`config.mk`:
```
export PLATFORM = sky130hd
export DESIGN_NAME = guard_timer
export DESIGN_NICKNAME = d
export VERILOG_FILES = /design/src/rtl/gtmr_pkg.sv /design/src/rtl/gtmr_ctrl.sv /design/src/rtl/gtmr_datapath.sv /design/src/rtl/guard_timer.sv
export SDC_FILE = /design/constraint.sdc
export NUM_CORES = 1
export LEC_CHECK = 0
export ABC_AREA = 0
export CAP_MARGIN = 10
export CORE_ASPECT_RATIO = 1.4
export CORE_MARGIN = 2
export CORE_UTILIZATION = 64
export DETAILED_ROUTE_END_ITERATION = 16
export DONT_BUFFER_PORTS = 1
export GPL_TIMING_DRIVEN = 0
export PLACE_DENSITY = 0.8
export SLEW_MARGIN = 0
export SYNTH_ARGS = -nofsm -noshare
export SYNTH_HDL_FRONTEND = slang
export SYNTH_HIERARCHICAL = 1
export SYNTH_SLANG_ARGS = --single-unit
```
`constraint.sdc`:
```
create_clock -name clk -period 4.84 [get_ports clk]
set_input_delay 1.452 -clock clk [delete_from_list [all_inputs] [get_ports clk]]
set_output_delay 1.452 -clock clk [all_outputs]
set_load 0.01 [all_outputs]
```
`src/rtl/gtmr_pkg.sv`:
```
package gtmr_pkg;
  localparam int ADDR_W = 12;
  localparam int DATA_W = 32;

  localparam logic [ADDR_W-1:0] OFS_RELOAD = 12'h000;
  localparam logic [ADDR_W-1:0] OFS_COUNT  = 12'h004;
  localparam logic [ADDR_W-1:0] OFS_CTRL   = 12'h008;
  localparam logic [ADDR_W-1:0] OFS_CLEAR  = 12'h00C;
  localparam logic [ADDR_W-1:0] OFS_RAW    = 12'h010;
  localparam logic [ADDR_W-1:0] OFS_MASKED = 12'h014;
  localparam logic [ADDR_W-1:0] OFS_LOCK   = 12'hC00;

  localparam logic [DATA_W-1:0] UNLOCK_KEY = 32'h1ACC_E551;

  // Strobes from control to the counter datapath
  typedef struct packed {
    logic writeReload; // latch new reload value, count takes it too
    logic loadCount;   // count <= reload value
    logic decCount;    // count <= count - 1
  } countCmd_t;
endpackage

```
`src/rtl/gtmr_ctrl.sv`:
```
module gtmr_ctrl
  import gtmr_pkg::*;
#(
  parameter int AW = ADDR_W,
  parameter int DW = DATA_W
) (
  input  logic          clk,
  input  logic          rstN,
  input  logic [AW-1:0] busAddr,
  input  logic          busWrite,
  input  logic [DW-1:0] busWdata,
  input  logic          countZero,
  output countCmd_t     cmd,
  output logic          intEn,
  output logic          rstEn,
  output logic          pending,
  output logic          unlocked,
  output logic          rstReq
);
  logic [AW-1:0] wordAddr;
  logic wrLock, wrAllowed, wrReload, wrCtrl, wrClear, expire;
  logic intEnQ, rstEnQ, pendingQ, unlockedQ, rstReqQ;

  assign wordAddr  = {busAddr[AW-1:2], 2'b00};
  assign wrLock    = busWrite && (wordAddr == OFS_LOCK);
  assign wrAllowed = busWrite && unlockedQ;
  assign wrReload  = wrAllowed && (wordAddr == OFS_RELOAD);
  assign wrCtrl    = wrAllowed && (wordAddr == OFS_CTRL);
  assign wrClear   = wrAllowed && (wordAddr == OFS_CLEAR);
  assign expire    = intEnQ && countZero;

  always_comb begin
    cmd.writeReload = wrReload;
    cmd.loadCount   = (wrCtrl && busWdata[0] && !intEnQ) || wrClear || expire;
    cmd.decCount    = intEnQ && !countZero;
  end

  always_ff @(posedge clk) begin
    if (!rstN) begin
      unlockedQ <= 1'b1;
      intEnQ    <= 1'b0;
      rstEnQ    <= 1'b0;
      pendingQ  <= 1'b0;
      rstReqQ   <= 1'b0;
    end else begin
      if (wrLock) unlockedQ <= (busWdata == UNLOCK_KEY);
      if (wrCtrl) begin
        intEnQ <= busWdata[0];
        rstEnQ <= busWdata[1];
      end
      if (wrClear)     pendingQ <= 1'b0;
      else if (expire) pendingQ <= 1'b1;
      if (expire && pendingQ && rstEnQ && !wrClear) rstReqQ <= 1'b1;
    end
  end

  assign intEn    = intEnQ;
  assign rstEn    = rstEnQ;
  assign pending  = pendingQ;
  assign unlocked = unlockedQ;
  assign rstReq   = rstReqQ;

  // a store to control while closed changes nothing
  assert_locked_ctrl_R3: assert property (@(posedge clk) disable iff (!rstN)
    (busWrite && !unlockedQ && wordAddr == OFS_CTRL) |=> ($stable(intEnQ) && $stable(rstEnQ)));
  // a clear while closed keeps the pending flag
  assert_locked_clear_R3: assert property (@(posedge clk) disable iff (!rstN)
    (busWrite && !unlockedQ && wordAddr == OFS_CLEAR && pendingQ) |=> pendingQ);
  // expiry without a clear leaves the interrupt pending
  assert_expiry_pending_R5: assert property (@(posedge clk) disable iff (!rstN)
    (intEnQ && countZero && !wrClear) |=> pendingQ);
  // reset request is sticky
  assert_reset_sticky_R9: assert property (@(posedge clk) disable iff (!rstN)
    rstReqQ |=> rstReqQ);
  // reset request only follows an unserviced interrupt with reset enabled
  assert_reset_cause_R9: assert property (@(posedge clk) disable iff (!rstN)
    $rose(rstReqQ) |-> ($past(pendingQ) && $past(rstEnQ)));
endmodule

```
`src/rtl/gtmr_datapath.sv`:
```
module gtmr_datapath
  import gtmr_pkg::*;
#(
  parameter int DW = DATA_W
) (
  input  logic          clk,
  input  logic          rstN,
  input  countCmd_t     cmd,
  input  logic [DW-1:0] busWdata,
  output logic [DW-1:0] reloadVal,
  output logic [DW-1:0] countVal,
  output logic          countZero
);
  localparam logic [DW-1:0] RESET_LOAD = {DW{1'b1}};

  logic [DW-1:0] reloadQ, countQ;

  always_ff @(posedge clk) begin
    if (!rstN) begin
      reloadQ <= RESET_LOAD;
      countQ  <= RESET_LOAD;
    end else if (cmd.writeReload) begin
      reloadQ <= busWdata;
      countQ  <= busWdata;
    end else if (cmd.loadCount) begin
      countQ <= reloadQ;
    end else if (cmd.decCount) begin
      countQ <= countQ - 1'b1;
    end
  end

  assign reloadVal = reloadQ;
  assign countVal  = countQ;
  assign countZero = (countQ == '0);

  // a pure decrement step lowers the count by exactly one
  assert_count_step_R4: assert property (@(posedge clk) disable iff (!rstN)
    (cmd.decCount && !cmd.loadCount && !cmd.writeReload) |=> (countQ == $past(countQ) - 1'b1));
  // with no strobe the count holds
  assert_count_hold_R4: assert property (@(posedge clk) disable iff (!rstN)
    (!cmd.decCount && !cmd.loadCount && !cmd.writeReload) |=> $stable(countQ));
  // a reload store lands in both registers
  assert_reload_write_R8: assert property (@(posedge clk) disable iff (!rstN)
    cmd.writeReload |=> (countQ == reloadQ));
endmodule

```
`src/rtl/guard_timer.sv`:
```
module guard_timer
  import gtmr_pkg::*;
(
  input  logic              clk,
  input  logic              rstN,
  input  logic [ADDR_W-1:0] busAddr,
  input  logic              busWrite,
  input  logic [DATA_W-1:0] busWdata,
  output logic [DATA_W-1:0] busRdata,
  output logic              irqOut,
  output logic              rstReqOut
);
  countCmd_t         cmd;
  logic              intEn, rstEn, pending, unlocked, rstReq, countZero;
  logic [DATA_W-1:0] reloadVal, countVal;
  logic [ADDR_W-1:0] wordAddr;
  logic              maskedIrq;

  gtmr_ctrl #(.AW(ADDR_W), .DW(DATA_W)) uCtrl (
    .clk(clk), .rstN(rstN), .busAddr(busAddr), .busWrite(busWrite),
    .busWdata(busWdata), .countZero(countZero), .cmd(cmd), .intEn(intEn),
    .rstEn(rstEn), .pending(pending), .unlocked(unlocked), .rstReq(rstReq)
  );

  gtmr_datapath #(.DW(DATA_W)) uPath (
    .clk(clk), .rstN(rstN), .cmd(cmd), .busWdata(busWdata),
    .reloadVal(reloadVal), .countVal(countVal), .countZero(countZero)
  );

  assign wordAddr  = {busAddr[ADDR_W-1:2], 2'b00};
  assign maskedIrq = pending && intEn;

  always_comb begin
    busRdata = '0;
    case (wordAddr)
      OFS_RELOAD: busRdata = reloadVal;
      OFS_COUNT:  busRdata = countVal;
      OFS_CTRL:   busRdata[1:0] = {rstEn, intEn};
      OFS_RAW:    busRdata[0] = pending;
      OFS_MASKED: busRdata[0] = maskedIrq;
      OFS_LOCK:   busRdata[0] = !unlocked;
      default:    busRdata = '0;
    endcase
  end

  assign irqOut    = maskedIrq;
  assign rstReqOut = rstReq;

  // the interrupt pin never shows while the enable is off
  assert_irq_masked_R6: assert property (@(posedge clk) disable iff (!rstN)
    irqOut |-> intEn);
endmodule

```
**Word level (Yosys, flattened, before mapping)**

Index checks and enable logic that the tools add are counted.

- Register bits after elaboration: 69
- Bits in latches: 0
- Bits in writable memories: 0
- Bits in read-only memories: 0
- Word-level logic and storage cells: 45
- Memories kept: 0

- $add $sub $neg: 1
- Multiply operators: 0
- Div/mod/pow operators: 0
- $lt $le $gt $ge: 0
- Eq/ne operators: 7
- Shift-type cells: 0
- Multiplexer cells: 6
- Bitwise gates (word level): 1
- Reductions and logical operators: 23

Operators by type and width:

| operator | count |
|---|---|
| 32-bit two-way mux | 3 |
| 30-bit one-hot mux with 2 select lines | 1 |
| 32-bit by 29-bit equality test with 1-bit output, second input constant | 1 |
| 32-bit logical NOT | 1 |
| 32-bit by 1-bit subtractor with 32-bit output, second input constant | 1 |
| 10-bit by 2-bit equality test with 1-bit output, second input constant | 2 |
| 10-bit by 3-bit equality test with 1-bit output, second input constant | 2 |
| 1-bit logical AND | 13 |
| 12-bit logical NOT | 1 |
| 10-bit by 1-bit equality test with 1-bit output, second input constant | 1 |
| 10-bit equality test, second input constant | 1 |
| 1-bit one-hot mux with 6 select lines | 1 |
| 1-bit logical NOT | 4 |
| 1-bit one-hot mux with 3 select lines | 1 |
| 3-bit nonzero test | 1 |
| 1-bit logical OR | 2 |
| 2-bit OR reduction | 1 |
| 1-bit NOT | 1 |

**Depth between registers and ports, before layout**

- Depth in word-level cells: 8
- Gate-level depth with buffers: 16
- Mapped depth without buffers: 14

**Modules after synthesis**

Netlist, hierarchy kept.

Modules (own cells, without submodules):

| module | instances | cells an instance | area an instance (um^2) |
|---|---|---|---|
| gtmr_datapath | 1 | 433 | 3465.8 |
| guard_timer | 1 | 89 | 628.1 |
| gtmr_ctrl | 1 | 47 | 397.9 |

**Worst setup path before layout**

Ideal clock, no wire load.

- Path kind: input port to output port
- From: input port busAddr[6]
- To: output port busRdata[10]
- Arrival time: 2.668 ns
- Data required time: 3.388 ns
- Slack: 0.720 ns
- Stages: 5
- Path through: or4_4 -> nor4b_4 -> nand2b_2 -> buf_6 -> nor2_1

- Word-level cells in the longest chain between the ends: 2
- Elaborated cells between the ends (all ways): 3
- Those cells by class: 1 x eq/ne; 1 x mux; 1 x reduce/logical

Ends and longest elaborated chain:

| element | line | RTL |
|---|---|---|
| start: declaration | guard_timer.sv:6 | `input logic [ADDR_W-1:0] busAddr,` |
| 10-bit by 1-bit equality test with 1-bit output or 12-bit logical NOT (tied branches) | guard_timer.sv:35 | `case (wordAddr)` |
| 30-bit one-hot mux with 2 select lines (*) | guard_timer.sv:35 |  |
| end: declaration | guard_timer.sv:9 | `output logic [DATA_W-1:0] busRdata,` |

Mark *: on every way between the ends. The rest lies on a longest branch, timed or not.

==> flow_summary.json <==
{
  "outcome": "complete, no violations",
  "critPathKind": "reg2reg",
  "dieArea_mm2": 0.00771,
  "worstReg2RegEnd": "uPath/countVal[3]",
  "cts_tree": "built",
  "nFillCells": 590,
  "power_density_mw_per_mm2": 228,
  "ir_drop_v": 0.000188,
  "cp.arrival_ns": 4.65,
  "yosysSeqAreaShare_pct": 30.8,
  "die_h_um": 103,
  "cts_buffer_depth": 2,
  "syn_area_per_cell_um2": 7.89,
  "fmax_mhz": 225,
  "cts_root_buf": "clkbuf_8",
  "core_region_area_mm2": 0.00689,
  "max-slew-margin-rel_pct": 40.0,
  "finClkSkew_ns": 0.00827,
  "synth_flop_cell": "dfxtp_1",
  "design_area_mm2": 0.00481,
  "rr_startpoint": "uPath/countVal[0]",
  "wl_um": 14900,
  "pwr-share-comb_pct": 4.5,
  "antenna_found_initial": 0,
  "port_buffers": 0,
  "start_util_pct": 65.2,
  "grt_util_all_layers_pct": 39.3,
  "grt_pass1_wl_um": 22300,
  "worstSetupEndpointType": "flip-flop",
  "period_minus_slack_ns": 4.45,
  "crit_path_frequent_cell": "clkbuf_2",
  "globalRouteOverflowTotal": 0,
  "gp_congestion": 1.00,
  "yosysTopAreaCellShare_pct": 30.8,
  "ys_async_sr_fraction_pct": 0,
  "fin_setup_tns_ns": 0,
  "via_per_inst": 6.83,
  "critical_path_required_ns": 5.04,
  "area_delta_synth_final_pct": 6.99,
  "setup_viol": 0,
  "grt_max_degree": 13,
  "holdCritPathClass": "reg2reg",
  "fin_cells": 678,
  "rr_worst_depth": 14,
  "postPlaceCellArea_mm2": 0.00461,
  "slowest_delay_ns": 0.55,
  "path_delay_family": "simple AND/OR/NAND/NOR gates",
  "clock_latency_ns": 0.36,
  "rsz0062_at_grt": "false",
  "antenna-diode-count": 0,
  "syn-instance-count": 569,
  "synth.largest_area_cell": "dfxtp_1",
  "hold_depth": 2,
  "cts_sinks": 69,
  "synth_warnings": 6,
  "dp_hpwl_um": 10600,
  "leakage_nw": 1.86,
  "sw_frac_of_total_pct": 22.3,
  "drv_slew": 0,
  "drtPass1Iterations": 6,
  "critical_path.max_fanout": 19,
  "grt_pass1_vias": 4272,
  "drc": 0,
  "power_switching_mw": 0.244,
  "synth_area_leaders": "dfxtp_1 31%, mux2i_1 11%, nor2_1 5.8%",
  "ios": 81,
  "synth_edf_count": 0,
  "synth_area_mm2": 0.00449,
  "die_x_um": 74.8,
  "path_cells": "inv_1 -> ha_1 -> or4b_1 -> nor2_2 -> and3_1 -> nor3b_1 -> and2_1 -> a41o_1 -> a31o_2 -> clkbuf_2 -> clkbuf_2 -> nor2_1 -> a222oi_1 -> o21ai_0",
  "critPathSlowestCell": "or4b_1",
  "whs_endpoint": "uPath/reloadVal[9]",
  "p_int_mw": 0.852,
  "htreeDepth": 3,
  "ys_types": 69,
  "ant_nets": 0,
  "worst_pin_slew_ns": 0.899,
  "startpoint_type": "flip-flop",
  "wl_per_cell_um": 21.9,
  "cts_buffers": 9,
  "num-nets-final": 627,
  "power_frac_seq_pct": 51.9,
  "post_cts_buffers": 0,
  "synth_seq_cells": 69,
  "cts.clk_slew.worst_paths_ns": 0.07,
  "fin_crit_sh_pct": 91.9,
  "drive_above_1_share_pct": 8.40,
  "rows": 36,
  "critPathBufInv": 3,
  "min_from": "uPath/reloadVal[9]",
  "max_cap_violations": 0,
  "drt_iter0_drc": 582,
  "vias": 4632,
  "dp.cells": 664,
  "clkPwrFrac_pct": 43.6,
  "hold_viol_final": 0,
  "syn_nets": 617,
  "rrSetupSlack_ns": 0.39
}
==> worst max-delay path by stage <==
stage                            from           endpoint  slack [ns]  cells past startpoint
finish              uPath/countVal[0]  uPath/countVal[3]        0.39                     14
global route        uPath/countVal[0]  uPath/countVal[3]        0.17                     14
CTS                 uPath/countVal[0]  uPath/countVal[1]        0.05                     16
detailed placement  uPath/countVal[0]  uPath/countVal[1]       0.007                     16
global placement    uPath/countVal[0]  uPath/countVal[1]        0.02                     16
floorplan                  busAddr[6]       busRdata[10]        0.72                      5
==> area by class of cell <==
| type | instances | area [µm²] | area share [%] |
|---|---|---|---|
| multi-input combinational | 445 | 2880 | 59.9 |
| sequential | 69 | 1380 | 28.7 |
| buffer | 37 | 173 | 3.59 |
| clock buffer | 14 | 163 | 3.38 |
| tap | 95 | 119 | 2.47 |
| inverter | 17 | 63.8 | 1.33 |
| clock inverter | 1 | 30.0 | 0.625 |
==> routing by layer <==
metal	up-vias	share of wire [%]	track usage, %
li1	2088	-	-
met1	2152	38	47.5
met2	330	47	64.7
met3	62	11	6.84
met4	0	4.9	22.8
met5	-	0	0
==> what timing repair did <==
item,4_1_cts,5_1_grt
hold buffers,0,0
setup endpoints to repair,5,20
resized for setup,1,5
==> power by group through the flow <==
stage / combinational [mW] / sequential (mW) / clock, mW
finish: 0.0495 / 0.568 / 0.478
global route: 0.0516 / 0.568 / 0.499
CTS: 0.0482 / 0.568 / 0.481
detailed placement: 0.0480 / 0.581 / 0
global placement: 0.0474 / 0.581 / 0
floorplan: 0.0362 / 0.581 / 0
==> Yosys cell counts (all sizes together), types with 3 or more instances <==
library cell  number
nor3              11
nor4               7
xnor2              7
a21o               7
nor4b              5
nor3b              8
or4                9
buf               10
and2               6
xor2              10
nand3             16
nand2             68
mux2               3
a32oi              4
o2111ai            4
mux2i             48
nand3b             4
and3               4
a21oi             28
a21boi            12
nor4bb             4
a31oi              3
nand2b             5
dfxtp             69
inv               16
clkbuf            28
o211ai             8
o21a               5
nor2              71
a221o              4
a31o               3
o21ai             38
nand4             13
==> layout by cell type, fill, tap and decap left out, drive strengths merged, types with 5 or more instances in the layout <==
cell type	count
o21a	5
dfxtp	69
inv	16
mux2i	48
and2	6
nor3b	8
a21boi	12
or4	9
nor4	7
a21o	7
xnor2	7
nand2b	5
buf	10
nand4	13
xor2	10
o211ai	8
o21ai	38
nand3	16
nor3	11
nor4b	5
clkbuf	41
nor2	71
a21oi	28
nand2	68
==> worst reg2reg max path, stage by stage (launching register included) <==
cell and delay [ns]:
dfxtp_1 0.37, inv_1 0.08, ha_1 0.20, or4b_1 0.55
nor2_2 0.37, and3_1 0.36, nor3b_1 0.35, and2_1 0.22
a41o_1 0.11, a31o_2 0.12, clkbuf_2 0.31, clkbuf_2 0.49
nor2_1 0.30, a222oi_1 0.33, o21ai_0 0.13
==> flip-flops by register name, summed over array words and instances (netlist names) <==
name	count
uCtrl/pending	1
uCtrl/unlocked	1
uPath/reloadVal	32
uCtrl/intEn	1
uCtrl/rstEn	1
uCtrl/rstReq	1
uPath/countVal	32
==> metrics by stage <==
| stage | setup slack [ns] | utilization (%) | total power, mW | hold slack (ns) |
|---|---|---|---|---|
| 6_report | 0.392 | 69.7 | 1.10 | 0.473 |
| 5_1_grt | 0.173 | 69.7 | 1.12 | 0.504 |
| 4_1_cts | 0.0494 | 69.7 | 1.10 | 0.470 |
| 3_5_place_dp | 0.00665 | 66.9 | 0.630 | 0.459 |
| 3_3_place_gp | 0.0169 | 66.9 | 0.629 | 0.452 |
| 2_1_floorplan | 0.720 | - | 0.618 | 0.440 |
==> cells by family after synthesis <==
logic type / after synthesis / share of synthesized area, %
AOI/OAI and AO/OA: 136 / 20.2
DFF: 69 / 30.8
xor gates and xnor gates: 17 / 3.31
adders and majority gates: 1 / 0.279
and+or+nand+nor: 240 / 28.8
buffers and inverters: 55 / 5.26
muxes: 51 / 11.4
No activity file was read; power rests on OpenSTA's default activity.
